--- config.mk ---
export PLATFORM = sky130hd
export DESIGN_NAME = divq_unit
export DESIGN_NICKNAME = d
export VERILOG_FILES = /design/src/rtl/divq_unit.sv
export SDC_FILE = /design/constraint.sdc
export NUM_CORES = 1
export LEC_CHECK = 0
export ABC_AREA = 0
export BUFFER_PORTS_ARGS = -buffer_cell sky130_fd_sc_hd__buf_2
export CAP_MARGIN = 25
export CORE_UTILIZATION = 45
export CTS_BUF_LIST = sky130_fd_sc_hd__clkbuf_2 sky130_fd_sc_hd__clkbuf_4 sky130_fd_sc_hd__clkbuf_8
export DETAILED_ROUTE_END_ITERATION = 10
export PLACE_DENSITY = 0.65
export SLEW_MARGIN = 20
export SYNTH_ARGS = -nofsm -noshare
export SYNTH_HDL_FRONTEND = slang
export SYNTH_SLANG_ARGS = --single-unit
--- constraint.sdc ---
create_clock -name clk -period 8.5 [get_ports clk]
set_clock_uncertainty 0.05 [all_clocks]
set_input_delay 0.425 -clock clk [delete_from_list [all_inputs] [get_ports clk]]
set_output_delay 0.425 -clock clk [all_outputs]
set_load 0.005 [all_outputs]
--- src/rtl/divq_unit.sv ---
module divq_unit #(
  parameter int XLEN = 32
) (
  input  logic            clk,
  input  logic            rst_n,
  input  logic            start,
  input  logic [1:0]      form,
  input  logic            sgn,
  input  logic [XLEN-1:0] dvd_hi,
  input  logic [XLEN-1:0] dvd_lo,
  input  logic [XLEN-1:0] divisor,
  input  logic            same_reg,
  input  logic            cur_n,
  output logic            busy,
  output logic            done,
  output logic            dz_trap,
  output logic            wr_q,
  output logic            wr_r,
  output logic [XLEN-1:0] res_q,
  output logic [XLEN-1:0] res_r,
  output logic            flag_n,
  output logic            flag_z,
  output logic            flag_v,
  output logic            flag_c
);
  localparam int HLEN  = XLEN / 2;
  localparam int DLEN  = 2 * XLEN;
  localparam int STEPS = DLEN;
  localparam int CW    = $clog2(STEPS);
  localparam logic [DLEN-1:0] ONE = {{(DLEN-1){1'b0}}, 1'b1};

  typedef enum logic [1:0] {S_IDLE, S_RUN, S_FIX} state_t;
  state_t state;

  logic [CW-1:0]   cnt;
  logic [XLEN-1:0] acc, dvs_r;
  logic [DLEN-1:0] quo;
  logic [1:0]      r_form;
  logic            r_sgn, r_same, r_curn, r_negq, r_negr;

  wire in_word = (form == 2'b00);
  wire in_wide = (form == 2'b10);

  wire [DLEN-1:0] dvd_ext = in_wide ? {dvd_hi, dvd_lo}
                          : {{XLEN{sgn & dvd_lo[XLEN-1]}}, dvd_lo};
  wire [XLEN-1:0] dvs_ext = in_word ? {{HLEN{sgn & divisor[HLEN-1]}}, divisor[HLEN-1:0]}
                          : divisor;
  wire            dvd_neg = sgn & dvd_ext[DLEN-1];
  wire            dvs_neg = sgn & dvs_ext[XLEN-1];
  wire [DLEN-1:0] dvd_mag = dvd_neg ? -dvd_ext : dvd_ext;
  wire [XLEN-1:0] dvs_mag = dvs_neg ? -dvs_ext : dvs_ext;
  wire            dvs_zero = (dvs_ext == '0);

  wire [XLEN:0]   trial = {acc, quo[DLEN-1]};
  wire            fits  = (trial >= {1'b0, dvs_r});
  wire [XLEN-1:0] diff  = trial[XLEN-1:0] - dvs_r;

  wire [XLEN-1:0] sq = r_negq ? -quo[XLEN-1:0] : quo[XLEN-1:0];
  wire [XLEN-1:0] sr = r_negr ? -acc : acc;

  logic [DLEN-1:0] lim;
  logic            lim_on;
  always_comb begin
    lim    = '1;
    lim_on = 1'b0;
    if (r_form == 2'b00) begin
      lim_on = 1'b1;
      lim = r_sgn ? (ONE << (HLEN-1)) - (r_negq ? '0 : ONE) : (ONE << HLEN) - ONE;
    end else if (r_form == 2'b10) begin
      lim_on = 1'b1;
      lim = r_sgn ? (ONE << (XLEN-1)) - (r_negq ? '0 : ONE) : (ONE << XLEN) - ONE;
    end
  end
  wire ovf = lim_on && (quo > lim);
  wire r_word = (r_form == 2'b00);

  assign busy = (state != S_IDLE);

  always_ff @(posedge clk or negedge rst_n) begin
    if (!rst_n) begin
      state   <= S_IDLE;
      cnt     <= '0;
      acc     <= '0;
      dvs_r   <= '0;
      quo     <= '0;
      r_form  <= '0;
      r_sgn   <= 1'b0;
      r_same  <= 1'b0;
      r_curn  <= 1'b0;
      r_negq  <= 1'b0;
      r_negr  <= 1'b0;
      done    <= 1'b0;
      dz_trap <= 1'b0;
      wr_q    <= 1'b0;
      wr_r    <= 1'b0;
      res_q   <= '0;
      res_r   <= '0;
      flag_n  <= 1'b0;
      flag_z  <= 1'b0;
      flag_v  <= 1'b0;
      flag_c  <= 1'b0;
    end else begin
      done    <= 1'b0;
      dz_trap <= 1'b0;
      wr_q    <= 1'b0;
      wr_r    <= 1'b0;
      case (state)
        S_IDLE: if (start) begin
          if (dvs_zero) begin
            done    <= 1'b1;
            dz_trap <= 1'b1;
          end else begin
            state  <= S_RUN;
            cnt    <= '0;
            acc    <= '0;
            quo    <= dvd_mag;
            dvs_r  <= dvs_mag;
            r_form <= form;
            r_sgn  <= sgn;
            r_same <= same_reg;
            r_curn <= cur_n;
            r_negq <= dvd_neg ^ dvs_neg;
            r_negr <= dvd_neg;
          end
        end
        S_RUN: begin
          acc <= fits ? diff : trial[XLEN-1:0];
          quo <= {quo[DLEN-2:0], fits};
          cnt <= cnt + 1'b1;
          if (cnt == CW'(STEPS-1)) state <= S_FIX;
        end
        S_FIX: begin
          state  <= S_IDLE;
          done   <= 1'b1;
          flag_c <= 1'b0;
          if (ovf) begin
            flag_v <= 1'b1;
            flag_z <= 1'b0;
            flag_n <= r_curn;
          end else if (r_word) begin
            res_q  <= {sr[HLEN-1:0], sq[HLEN-1:0]};
            res_r  <= sr;
            wr_q   <= 1'b1;
            flag_v <= 1'b0;
            flag_n <= sq[HLEN-1];
            flag_z <= (sq[HLEN-1:0] == '0);
          end else begin
            res_q  <= sq;
            res_r  <= sr;
            wr_q   <= 1'b1;
            wr_r   <= !r_same;
            flag_v <= 1'b0;
            flag_n <= sq[XLEN-1];
            flag_z <= (sq == '0);
          end
        end
        default: state <= S_IDLE;
      endcase
    end
  end
endmodule

* Yosys cells after proc, flatten, opt, wreduce, memory -nomap -nowiden
Index checks and enable logic that the tools add are counted.
** Storage, ports and cells
- Flip-flop bits (word level) :: 214
- Bits in latches :: 0
- Bits in writable memories :: 0
- ROM bits :: 0
- Input bits :: 104
- Output and inout port bits :: 73
- Logic and storage cells :: 101
- Memories kept :: 0
** Cells by class
- Add/sub/neg operators :: 8
- Multiply operators :: 0
- Divide/modulo/power cells :: 0
- Magnitude comparators :: 2
- Equality and inequality tests :: 8
- Shift-type cells :: 0
- Muxes and demuxes :: 42
- Bitwise gates (word level) :: 7
- Reductions and logical operators :: 14
** Operator list (number)
- 2-to-1 mux 64 bit :: 8
- 2-to-1 mux 32 bit :: 8
- case mux 64 bit (2 select lines) :: 1
- negation 32 bit :: 3
- greater-than comparator 64 bit :: 1
- logical NOT 32 bit :: 2
- negation 64 bit :: 1
- case mux 32 bit (2 select lines) :: 1
- subtractor 16 x 64 -> 64 bit (first input constant) :: 1
- greater-or-equal comparator 33 x 32 -> 1 bit :: 1
- subtractor 32 x 1 -> 33 bit (first input constant) :: 1
- subtractor 32 bit :: 1
- logical NOT 16 bit :: 1
- 2-to-1 mux 1 bit :: 16
- 2-to-1 mux 6 bit :: 2
- case mux 6 bit (2 select lines) :: 1
- AND reduction 3 bit :: 3
- adder 6 x 1 -> 6 bit (second input constant) :: 1
- == test 2 bit (second input constant) :: 3
- == test 6 bit (second input constant) :: 1
- logical NOT 2 bit :: 3
- 2-to-1 mux 2 bit :: 3
- inequality test 2 bit (second input constant) :: 3
- bitwise AND 1 bit :: 4
- other kinds (9) :: 11

* Longest topological paths before layout
- Depth after elaboration :: 9
- Depth in mapped cells :: 17
- Gate-level depth less buffers :: 13

* Least setup slack after synthesis
No wires, ideal clock.
- Path kind :: reg-to-reg
- Start point :: reg r_negq
- End point :: reg res_r[11]
- Arrival time :: 4.285 ns
- Slack :: 4.041 ns
- Cell stages (with the launch flop) :: 18
- Buffers on the path :: 5
- Clock period less this slack :: 4.459 ns
- Path through :: dfrtp_1 > clkbuf_1 > clkbuf_1 > buf_1 > nand3_1 > o21ai_0 > ha_1 > a21o_1 > a21o_1 > a21oi_1 > nand2_1 > o21ai_0 > nand3_1 > a22o_1 > nor2_1 > clkbuf_1 > buf_2 > mux2_2
** On the way
- Word-level cells in the longest chain between the ends :: 9
** RTL lines
- from (decl) :: RTL line 39 : logic r_sgn, r_same, r_curn, r_negq, r_negr;
- from (signal assigned) :: RTL line 122 : r_negq <= dvd_neg ^ dvs_neg;
- 2-to-1 mux 1 bit (*) :: RTL line 68, 71
- subtractor 32 x 1 -> 33 bit :: RTL line 71 : lim = r_sgn ? (ONE << (XLEN-1)) - (r_negq ? '0 : ONE) : (ONE << XLEN) - ONE;
- 2-to-1 mux 64 bit :: RTL line 71
- 2-to-1 mux 64 bit :: RTL line 69 : end else if (r_form == 2'b10) begin
- 2-to-1 mux 64 bit (*) :: RTL line 66 : if (r_form == 2'b00) begin
- greater-than comparator 64 bit (*) :: RTL line 74 : wire ovf = lim_on && (quo > lim);
- logical AND 1 bit (*) :: RTL line 74
- inverter 1 bit (no line) (*)
- AND reduction 2 bit (no line) (*)
- to (signal assigned) :: RTL line 142 : res_r <= sr;
- to (signal assigned) :: RTL line 149 : res_r <= sr;
- to (decl) :: RTL line 20 : output logic [XLEN-1:0] res_r,
Mark *: on every way between the ends. The rest lies on a longest branch, timed or not.
A chain may end at the register's enable or synchronous reset.

* Worst setup path after layout
- Start point :: reg r_form[0]
- End point :: reg res_q[18]
** On the way
- Word-level cells in the longest chain between the ends :: 7
** RTL lines
- from (decl) :: RTL line 38 : logic [1:0] r_form;
- from (signal assigned) :: RTL line 118 : r_form <= form;
- == test 2 bit :: RTL line 69
- 2-to-1 mux 64 bit :: RTL line 69
- 2-to-1 mux 64 bit :: RTL line 66
- greater-than comparator 64 bit :: RTL line 74
- logical AND 1 bit :: RTL line 74
- inverter 1 bit (no line)
- AND reduction 2 bit (no line)
- to (signal assigned) :: RTL line 141 : res_q <= {sr[HLEN-1:0], sq[HLEN-1:0]};
- to (signal assigned) :: RTL line 148 : res_q <= sq;
- to (decl) :: RTL line 19 : output logic [XLEN-1:0] res_q,
Parallel ways exist; a longest one is shown, timed or not.

==> results.md <==
- Power spread over the standard cell area amounts to 122 mW/mm^2.
- Subtracting the final worst setup slack from the clock period gives 4.82 ns.
- Of the post-synthesis cell area, the part taken by muxes is 0.0590.
- The last weighted congestion value of the routability-driven placer is 0.892.
- The critical path contains buffers and inverters numbering 3 combined.
- Each instance of the synthesized netlist takes up on average 8.31 um^2.
- The quantity of gates resized following cts is 0.
- The count of hold buffers inserted by post-cts repair is 1.
- Among all flip-flop cells after synthesis, the most frequent one is dfrtp_1.
- Dividing the final minimum period by the clock period gives 0.567.
- The tree built by TritonCTS fans out to 214 sinks.
- The post-synthesis sequential area ratio is 0.324.
- In the detailed route, the total length drawn on met2 is 20,600 um.
- The floorplan has between 60 and 70 rows.
- The number of nets in the synthesized netlist is 2,196.
- In the synthesized netlist the async set-or-reset flop fraction comes to 1.00.
- The run finished with clean final reports.
- The setup TNS after final layout is 0 ns.
- The die covers roughly 0.038 mm^2.
- Excluding fillers, the count of instances in the completed layout stands at 2,592.
- The element type at the critical path start is a register.
- The die is around 190 um wide.
- Of the total synthesized cell area, the portion taken by XOR and XNOR cells is 0.0900.
- The kind of cell with the highest combined delay along the critical path is compound AO/OA/AOI/OAI gates.
- The library cell used as clock root buffer is clkbuf_8.
- In this run, synthesis produced a sequential element count of 214.
- Synthesis instantiated 77 different standard cells from the library.
- The synthesized netlist occupies a cell area of 0.0165 mm^2.
- The number of antenna diodes in the final layout is 0.
- The number of flops mapped to enable cells by yosys is 0.
- The slowest stage of the critical path is the buf_4 cell.
- The share of total power dissipated in combinational logic is 0.095.
- At the end of the flow, the number of nets in the layout was ~2,300.
- The worst-skew pair later-pin latency is between 0.5 and 0.6 ns.
- The largest net degree at the start of global routing is 86.
- The first global-routing pass estimated 77,400 um of wire.
- The launch instance of the worst register-to-register path is r_form[0].
- Clock-pin slew was measured on the worst setup and hold paths at 0.06 ns.
- The capture point of the critical path is res_q[18].
- In this run the worst setup path begins at r_form[0].
- Once the clock tree was built, the setup fixing pass inserted 0 buffers.
- The number of primary I/O pins is between 150 and 200.
- Of the cells placed in the final design, the portion with a size suffix greater than 1 is 0.169.
- The final layout contains routed wiring with a total length of roughly 48,000 um.
- Dividing the detail-routed via count by the number of cells gives ~6.0.
- The leakage power summed over all cells is a little over 0.008 uW.
- The worst register-to-register path ends at res_q[18].
- The clock network power share is 0.458.
- The die extent in y is 194 um.
- The proportion of netlist area held by the largest area contributor is 0.324.
- The worst setup path category is register to register.
- The endpoint arrival time on the critical path is 5.19 ns.
- The setup slack on the worst flop-to-flop path is roughly 3.7 ns.
- The number of remaining DRC errors is 0.
- The post-synthesis cell type with the largest combined area is dfrtp_1.
- The area share of fa/ha/maj cells after synthesis is 0.0776.
- The largest stage delay on the critical path is 0.59 ns.
- The analysis attributes to net switching a power of ~600 uW.
- The path depth of the worst reg2reg path is 14.
- The number of antenna violations at the first check in global routing is 0.
- The tightest min-delay check is of the input pin to register type.
- In the synthesized netlist, the number of instances is 1,990.
- The logic depth of the worst setup path including buffers is 14.
- The setup slack after placement is 3.14 ns.
- The worst-case setup margin in the final layout is 3.68 ns.
- The number of global-route vias before repair was 14,300.
- The combinational family with the most area after synthesis is compound AO/OA/AOI/OAI gates.
- The number of warnings printed during yosys synthesis is 0.
- Across every metal layer, demand over resource in global routing totals 0.252.
- For the worst setup path, the data required time is 8.87 ns.
- Counting along the longest clock path gives a buffer depth of 3.
- The final number of hold-violating endpoints is 0.
- Setup repair after global routing left no endpoint under its margin.
- Headroom to the max-slew limit came out at 0.348.
- The routed design uses 2670 um of met3 wire.
- The number of setup violations in the final report is 0.
- At the pin with the least slew margin, the transition time is between 0.9 and 1 ns.
- The internal power is roughly 1700 uW.
- Summed over all nets, the half-perimeter wirelength after detailed placement is 35,600 um.
- Static timing analysis puts the maximum clock frequency at 0.207 GHz.
- The count of buffers added on input and output ports is 175.
- The TritonCTS clock tree is built.
- The total number of vias is around 15,000.
- The initial core utilization is 0.462.
- The total count of max-transition violations in the final report is 0.
- TritonCTS created 39 clock buffers.
- Of the total power, the share spent switching nets is 0.257.
- The peak supply drop is around 0.000074 V.
- In this run the standard cell core region covers 0.0358 mm^2.
- The worst setup path is captured at a register.
- After global routing the overflow that remains totals 0.
- In this run, the number of DRC markers left after iteration 0 of detailed routing was 1,043.
- The synthesized-area fraction occupied by ao, oa, aoi and oai cells was 0.227.
- Across the run, the number of max-cap violations was 0.
- Of the total synthesized cell area, the portion taken by AND, OR, NAND and NOR gates is 0.179.
- The share of total power dissipated in sequential elements is 0.447.
- The cell count after placement is 2,520.
- In the final routed layout, each cell accounts on average for roughly 18 um.
- By count the netlist is led by 214 x dfrtp_1, 190 x o21ai_0, 180 x nand2_1.
- The most common cell in the synthesized netlist is dfrtp_1.
- The remaining antenna violation count after routing is 0.
- In this run the worst path has a maximum fanout of 45.
- The met1 wire length is 23,400 um.
- The area growth from synthesis to layout is 12.8%.
- The number of levels in the clock H-tree is 2.
- The uppermost layer routed is met4.
- The critical path goes through clkinv_1 -> nand3_1 -> inv_1 -> ha_1 -> a21o_1 -> a21o_1 -> a21oi_1 -> o22ai_1 -> o41ai_1 -> nand3_1 -> a22o_1 -> nor2_4 -> buf_4 -> mux2_2.
- Sorting the synthesized cells by area gives the leading types as dfrtp_1 32%, ha_1 7.6%, o21ai_0 5.8%.
- The count of TritonRoute iterations in the first routing pass is 5.
worst reg2reg max path: cells and delay by family, from the launching register on:
kind                     cells  cell delay [ns]
buffers and inverters        3             1.25
AO/OA/AOI/OAI                6             1.25
AND/OR/NAND/NOR              3             0.89
flip-flops                   1             0.45
multiplexers                 1             0.40
adder cells (fa/ha/maj)      1             0.38
final cells by class:
cell class              instances  area (um^2)
fillers                      3427        17200
multi-input cells            1591        10500
flip-flops and latches        214         5360
repair buffers                200         1140
clock buffers                  62          759
well taps                     461          577
inverters                      57          214
clock inverters                 7         77.6
power groups by stage:
| stage | Sequential [uW] | Clock (uW) | Combinational, uW |
|---|---|---|---|
| 2_1_floorplan | 1040 | 0 | 115 |
| 3_3_place_gp | 1040 | 0 | 213 |
| 3_5_place_dp | 1040 | 0 | 214 |
| 4_1_cts | 1020 | 1070 | 215 |
| 5_1_grt | 1020 | 1120 | 240 |
| 6_report | 1020 | 1040 | 216 |
per-stage QoR:
step           total power (uW)  utilization  instance area [um^2]  hold slack (ns)
2_1_floorplan              1150            -                 16500           0.0794
3_3_place_gp               1250        0.495                 17700            0.413
3_5_place_dp               1250        0.496                 17800            0.416
4_1_cts                    2300        0.519                 18600           0.0100
5_1_grt                    2380        0.521                 18700           0.0516
6_report                   2280        0.521                 18700           0.0366
layer usage:
layer | up-vias | global-route usage
met5 | - | 0
met4 | 0 | 0.0690
met3 | 74 | 0.0362
met2 | 470 | 0.383
met1 | 7384 | 0.372
li1 | 7518 | -
worst min-delay path by stage:
stage                  start  slack (ns)  endpoint  cells after the start
global placement       rst_n        0.41  dvs_r[5]                      1
floorplan              rst_n        0.08    acc[0]                      0
CTS                 same_reg        0.01    r_same                      3
global route        same_reg        0.05    r_same                      3
finish              same_reg        0.04    r_same                      3
detailed placement     rst_n        0.42  dvs_r[5]                      1
layout by cell type (no fill, tap or decap), drive strengths merged, types with 30 or more instances in the layout:
| cell type | count |
|---|---|
| nor2 | 167 |
| nor4 | 30 |
| a21o | 40 |
| ha | 101 |
| nand2 | 181 |
| dfrtp | 214 |
| buf | 199 |
| nor3 | 36 |
| a21oi | 167 |
| inv | 56 |
| clkbuf | 62 |
| mux2 | 65 |
| xor2 | 71 |
| o31ai | 36 |
| xnor2 | 99 |
| nand3 | 56 |
| o21ai | 190 |
cells by family (layout without fill, tap and decap cells):
family | count (synthesis) | in the layout
and+or+nand+nor | 616 | 616
AOI/OAI and AO/OA | 613 | 613
DFF | 214 | 214
buffers and inverters | 185 | 326
xor gates and xnor gates | 170 | 170
adders and majority gates | 102 | 102
muxes | 89 | 89
other | 1 | 1
flip-flops by register name (all words and copies together), names as in the netlist:
register and count:
quo 64, flag_z 1, r_form 2, wr_r 1
wr_q 1, r_same 1, r_negq 1, flag_n 1
r_negr 1, acc 32, state 2, cnt 6
r_sgn 1, done 1, r_curn 1, res_q 32
dvs_r 32, res_r 32, flag_v 1, dz_trap 1
(Power assumes the default switching activity.)
